### src/rtl/sdac_pkg.sv
package sdac_pkg;
    localparam int unsigned SDAC_NUM_CH = 2;

    typedef enum logic [1:0] {
        LS_WAIT_HIGH = 2'd0,
        LS_ARMED     = 2'd1,
        LS_FIRED     = 2'd2
    } latch_state_e;
endpackage

### src/rtl/sdac_shift.sv
module sdac_shift #(
    parameter int unsigned WORD_W = 18
) (
    input  logic              clk,
    input  logic              rst_n,
    input  logic              bit_in,
    output logic [WORD_W-1:0] q
);
    // Newest bit enters at the LSB; the oldest of the window sits at the MSB.
    always_ff @(posedge clk or negedge rst_n) begin
        if (!rst_n) begin
            q <= '0;
        end else begin
            q <= {q[WORD_W-2:0], bit_in};
        end
    end
endmodule

### src/rtl/sdac_latch_fsm.sv
module sdac_latch_fsm
    import sdac_pkg::*;
(
    input  logic clk,
    input  logic rst_n,
    input  logic strobe,
    output logic load,
    output logic upd
);
    latch_state_e state_q;
    latch_state_e state_d;

    always_ff @(posedge clk or negedge rst_n) begin
        if (!rst_n) begin
            state_q <= LS_WAIT_HIGH;
        end else begin
            state_q <= state_d;
        end
    end

    always_comb begin
        state_d = state_q;
        load    = 1'b0;
        unique case (state_q)
            LS_WAIT_HIGH: begin
                state_d = strobe ? LS_ARMED : LS_WAIT_HIGH;
            end
            LS_ARMED: begin
                if (!strobe) begin
                    state_d = LS_FIRED;
                    load    = 1'b1;
                end
            end
            LS_FIRED: begin
                state_d = strobe ? LS_ARMED : LS_WAIT_HIGH;
            end
            default: begin
                state_d = LS_WAIT_HIGH;
            end
        endcase
    end

    assign upd = (state_q == LS_FIRED);

    AST_PULSE_SINGLE: assert property (@(posedge clk) disable iff (!rst_n)
        upd |=> !upd);

    AST_LOAD_THEN_PULSE: assert property (@(posedge clk) disable iff (!rst_n)
        load |=> upd);
endmodule

### src/rtl/sdac_hold.sv
module sdac_hold #(
    parameter int unsigned WORD_W     = 18,
    parameter bit          OFFSET_OUT = 1'b1
) (
    input  logic              clk,
    input  logic              rst_n,
    input  logic              load,
    input  logic [WORD_W-1:0] din,
    output logic [WORD_W-1:0] dout,
    output logic [WORD_W-1:0] dout_ob
);
    always_ff @(posedge clk or negedge rst_n) begin
        if (!rst_n) begin
            dout <= '0;
        end else if (load) begin
            dout <= din;
        end
    end

    generate
        if (OFFSET_OUT) begin : g_ob
            assign dout_ob = {~dout[WORD_W-1], dout[WORD_W-2:0]};
        end else begin : g_no_ob
            assign dout_ob = '0;
        end
    endgenerate

    AST_HOLD_STABLE: assert property (@(posedge clk) disable iff (!rst_n)
        !load |=> $stable(dout));
endmodule

### src/rtl/sdac_rx_port.sv
module sdac_rx_port
    import sdac_pkg::*;
#(
    parameter int unsigned WORD_W     = 18,
    parameter bit          OFFSET_OUT = 1'b1
) (
    input  logic              clk,
    input  logic              rst_n,
    input  logic              sdata_l,
    input  logic              sdata_r,
    input  logic              strobe_l,
    input  logic              strobe_r,
    output logic [WORD_W-1:0] word_l,
    output logic [WORD_W-1:0] word_r,
    output logic [WORD_W-1:0] word_l_ob,
    output logic [WORD_W-1:0] word_r_ob,
    output logic              upd_l,
    output logic              upd_r
);
    localparam int unsigned CH = SDAC_NUM_CH;

    logic [CH-1:0]     sd_in;
    logic [CH-1:0]     st_in;
    logic [CH-1:0]     ld;
    logic [CH-1:0]     up;
    logic [WORD_W-1:0] shf  [CH];
    logic [WORD_W-1:0] held [CH];
    logic [WORD_W-1:0] heldo[CH];

    assign sd_in = {sdata_r, sdata_l};
    assign st_in = {strobe_r, strobe_l};

    generate
        for (genvar c = 0; c < CH; c++) begin : g_ch
            sdac_shift #(.WORD_W(WORD_W)) u_shift (
                .clk    (clk),
                .rst_n  (rst_n),
                .bit_in (sd_in[c]),
                .q      (shf[c])
            );

            sdac_latch_fsm u_fsm (
                .clk    (clk),
                .rst_n  (rst_n),
                .strobe (st_in[c]),
                .load   (ld[c]),
                .upd    (up[c])
            );

            sdac_hold #(.WORD_W(WORD_W), .OFFSET_OUT(OFFSET_OUT)) u_hold (
                .clk     (clk),
                .rst_n   (rst_n),
                .load    (ld[c]),
                .din     (shf[c]),
                .dout    (held[c]),
                .dout_ob (heldo[c])
            );
        end
    endgenerate

    assign word_l    = held[0];
    assign word_r    = held[1];
    assign word_l_ob = heldo[0];
    assign word_r_ob = heldo[1];
    assign upd_l     = up[0];
    assign upd_r     = up[1];

    AST_LOAD_MATCH: assert property (@(posedge clk) disable iff (!rst_n)
        upd_l |-> (word_l == $past(shf[0])));

    AST_FALL_SEEN: assert property (@(posedge clk) disable iff (!rst_n)
        upd_l |-> (!$past(strobe_l) && $past(strobe_l, 2)));

    AST_TIED_BOTH: assert property (@(posedge clk) disable iff (!rst_n)
        (upd_l && ($past(strobe_l) == $past(strobe_r))
               && ($past(strobe_l, 2) == $past(strobe_r, 2))) |-> upd_r);
endmodule

### config.mk
export PLATFORM = sky130hd
export DESIGN_NAME = sdac_rx_port
export DESIGN_NICKNAME = d
export VERILOG_FILES = /design/src/rtl/sdac_pkg.sv /design/src/rtl/sdac_shift.sv /design/src/rtl/sdac_latch_fsm.sv /design/src/rtl/sdac_hold.sv /design/src/rtl/sdac_rx_port.sv
export SDC_FILE = /design/constraint.sdc
export NUM_CORES = 1
export LEC_CHECK = 0
export ABC_AREA = 0
export BUFFER_PORTS_ARGS = -buffer_cell sky130_fd_sc_hd__buf_2
export CAP_MARGIN = 10
export CORE_MARGIN = 1
export CORE_UTILIZATION = 43
export DETAILED_ROUTE_END_ITERATION = 7
export PLACE_DENSITY_LB_ADDON = 0.3
export SLEW_MARGIN = 25
export SYNTH_ARGS = -nofsm -noshare
export SYNTH_HDL_FRONTEND = slang
export SYNTH_SLANG_ARGS = --single-unit
### constraint.sdc
create_clock -name clk -period 1.26 [get_ports clk]
set_input_delay 0.252 -clock clk [delete_from_list [all_inputs] [get_ports clk]]
set_output_delay 0.252 -clock clk [all_outputs]
set_load 0.1 [all_outputs]
==> results by group <==
Status
  • Status: finished, violations left
  • Failing checks: negative setup slack

Clock network
  • Total CTS buffers: 9
  • Clock Tree Buf Depth: 2
  • Root Buffer: clkbuf_8
  • Htree depth: 3
  • Clock-pin slew on the worst setup and hold paths: about 0.08 ns
  • CTS tree: done
  • Clk sinks: 76
  • Clock Latency Late Sink: about 0.33 ns

Synth
  • Yosys warnings: 0
  • Synth async-reset ratio: 100%
  • Mapped Area: between 2000 and 3000 um2
  • Syn Nets: 164
  • Prevailing post-synth register cell: dfrtp_1
  • Count leader, synth: dfrtp_1
  • Avg Cell Area, Syn: around 17 um2
  • Post-synthesis sequential area ratio: around 69%
  • Most area-consuming cells after synthesis: dfrtp_1 (69%), mux2_4 (9.8%), buf_4 (9.3%)
  • Synth Register Bits: 76
  • Area leader, netlist: dfrtp_1
  • Share of the synthesized area in the top cell type: between 60 and 70%
  • Synth cell count leaders: dfrtp_1 (76), buf_4 (34), mux2_2 (18), mux2_4 (18)
  • Synth Instances: 158
  • Number of synthesized flops with an enable pin: 0
  • Yosys cell types: 11

Setup path
  • FF-to-FF Start: g_ch[0].u_fsm.state_q[1]
  • CP delay by family, top: flip-flops
  • CP endpoint kind: output port
  • Crit path depth: 2
  • WS Path Type: register to output port
  • CP arrival: between 1 and 1.5 ns
  • Buffer and inverter count on the worst path: 1
  • R2R setup slack: -0.10 ns
  • Reg2Reg Capture Point: g_ch[0].u_hold.dout[7]
  • Slowest-stage cell, CP: dfrtp_1
  • Critical-path cell list: and2b_2, buf_12
  • CP Launch Point: g_ch[0].u_fsm.state_q[1]
  • Max incr delay on CP: 0.42 ns
  • R2R cell count: 4
  • Worst setup SP type: register
  • Crit Path Max Fanout: 3
  • Worst Setup EP: upd_l
  • Critical Path RT: ~1.0 ns

Power
  • Reg power frac: between 20% and 30%
  • Psw: about 0.0052 W
  • Max IR drop VDD: approximately 0.0015 V
  • Switching Share: ~44%
  • Cell Pwr Density: 2510 nW/um2
  • Clock network power share: approximately a fifth
  • Leak pwr: 2.08 nW
  • Pwr Total: ~0.012 W
  • Combinational share of power: between 50% and 60%
  • Internal power: 0.00658 W

GRT
  • First-pass GRT wire length: around 7.7 mm
  • Initial antenna violation count: 0
  • Largest net degree at the start of global routing: 52
  • Overall global routing resource usage: between 10% and 20%
  • GRT overflow: 0
  • Vias in the first global route: around 1500

Routing
  • Vias per std cell: about 4.6
  • DR iter-0 viols: 40
  • Drc violations: 0
  • Via Count: approximately 1400
  • DR WL/cell: ~16 um
  • Routed wire length: 4.76 mm
  • Detail Route Antenna Nets: 0
  • Initial DRT Pass Iterations: 4

Finish
  • Footprint of the multi-input gates: just over 600 um2
  • Register area: about 2000 um2
  • # diodes: 0
  • Final non-filler cell total: between 300 and 400
  • Final nets: 230
  • Layout cells sized above 1: about four fifths
  • Area delta synth->final: 70.8%
  • Fill cells: 320

Timing
  • Slew headroom: around 79%
  • Clock Skew: 0.0106 ns
  • # setup viols final: ~110
  • Tmin final: between 1 and 1.5 ns
  • Final-report hold violation count: 0
  • Count of pins over their slew limit: 0
  • Min setup slack post-route: -0.132 ns
  • Worst-margin pin slew: 0.314 ns
  • Max frequency: 718 MHz
  • RSZ-0062 raised after global routing: true
  • Period utilisation layout: 111%

Hold path
  • Hold crit path type: input port to register

Placed design
  • GPL Wtd Cong: 0.684
  • DP Cell Count: between 200 and 300
  • Port Buffer Count: 79
  • Post-DP HPWL: 3.15 mm

Die
  • Initial Utilization: a little under half
  • Core area: 6060 um2
  • Die Span X: just over 80 um
  • Die area: roughly 6700 um2
  • Num ports: 80
  • Die H: about 80 um
  • # rows: 28

Run
  • Max cap viols: 0
## cells by family (layout without fill, tap and decap cells)
kind of cell           count (synthesis)  after routing  share of synthesized area, %
flip-flops                            76             76                          69.0
buffers and inverters                 40            111                          11.8
multiplexers                          36             36                          17.2
AND/OR/NAND/NOR                        4              4                          1.50
AO/OA/AOI/OAI                          2              2                         0.545
## cell type report
cell class	instances	share of cell area (%)
clock buffer	9	2.63
clock inverter	7	2.95
inverter	2	0.319
multi-input combinational	42	13.0
sequential	76	43.3
tap	75	1.99
timing repair buffer	93	35.9
## metal layers
layer	global-route usage, %	part of all wire, %	wire (um)
met1	21.4	44	2100
met5	0	0	0
met4	7.37	1.0	48
met3	3.00	3.7	176
met2	25.5	51	2440
## what timing repair did
item,CTS,global route
endpoints found under the hold margin,76,0
hold buffers,1,0
setup endpoints to repair,108,110
setup buffers,5,2
pin swaps,1,2
cloned,3,1
gates resized for setup,25,7
## registers in the layout, summed over array words and instances, names as in the netlist
name and flops:
g_ch.u_fsm.state_q 4, g_ch.u_shift.q 36, g_ch.u_hold.dout 36
## how the worst min path moves through the flow
stage,cells after the start,from,slack [ns],endpoint
floorplan,0,rst_n,-0.04,g_ch[0].u_fsm.state_q[0]
global route,1,sdata_l,0.01,g_ch[0].u_shift.q[0]
CTS,1,sdata_r,0.01,g_ch[1].u_shift.q[0]
detailed placement,2,rst_n,0.26,g_ch[0].u_shift.q[16]
global placement,2,rst_n,0.25,g_ch[0].u_hold.dout[15]
finish,1,sdata_r,0.03,g_ch[1].u_shift.q[0]
## cells in the final DEF (no fill, tap or decap), types with 4 or more instances in the layout
cell type / Yosys / routed
buf_4: 34 / 4
clkbuf_8: 0 / 9
dfrtp_1: 76 / 40
bufinv_16: 0 / 4
buf_12: 2 / 77
dfrtp_4: 0 / 36
buf_6: 2 / 5
buf_2: 0 / 4
mux2_4: 18 / 36
## power by group through the flow
| stage | registers, W | clock network, W | logic, W |
|---|---|---|---|
| floorplan | 0.00486 | 0 | 0.00245 |
| global placement | 0.00342 | 0 | 0.00590 |
| detailed placement | 0.00344 | 0 | 0.00594 |
| CTS | 0.00341 | 0.00241 | 0.00608 |
| global route | 0.00344 | 0.00253 | 0.00616 |
| finish | 0.00340 | 0.00236 | 0.00604 |
## metrics by stage
step,worst slack (ns),hold WS (ns),TNS [ns],cell area (um2),util (%)
4_1_cts,-0.154,0.00958,-5.42,4730,78.0
2_1_floorplan,-0.107,-0.0436,-0.214,2900,-
3_5_place_dp,-0.0543,0.258,-0.648,4260,70.3
6_report,-0.132,0.0280,-3.40,4710,77.7
3_3_place_gp,-0.0141,0.253,-0.172,4260,70.3
5_1_grt,-0.198,0.0108,-7.64,4710,77.7
Power figures use the tool's default switching activity.
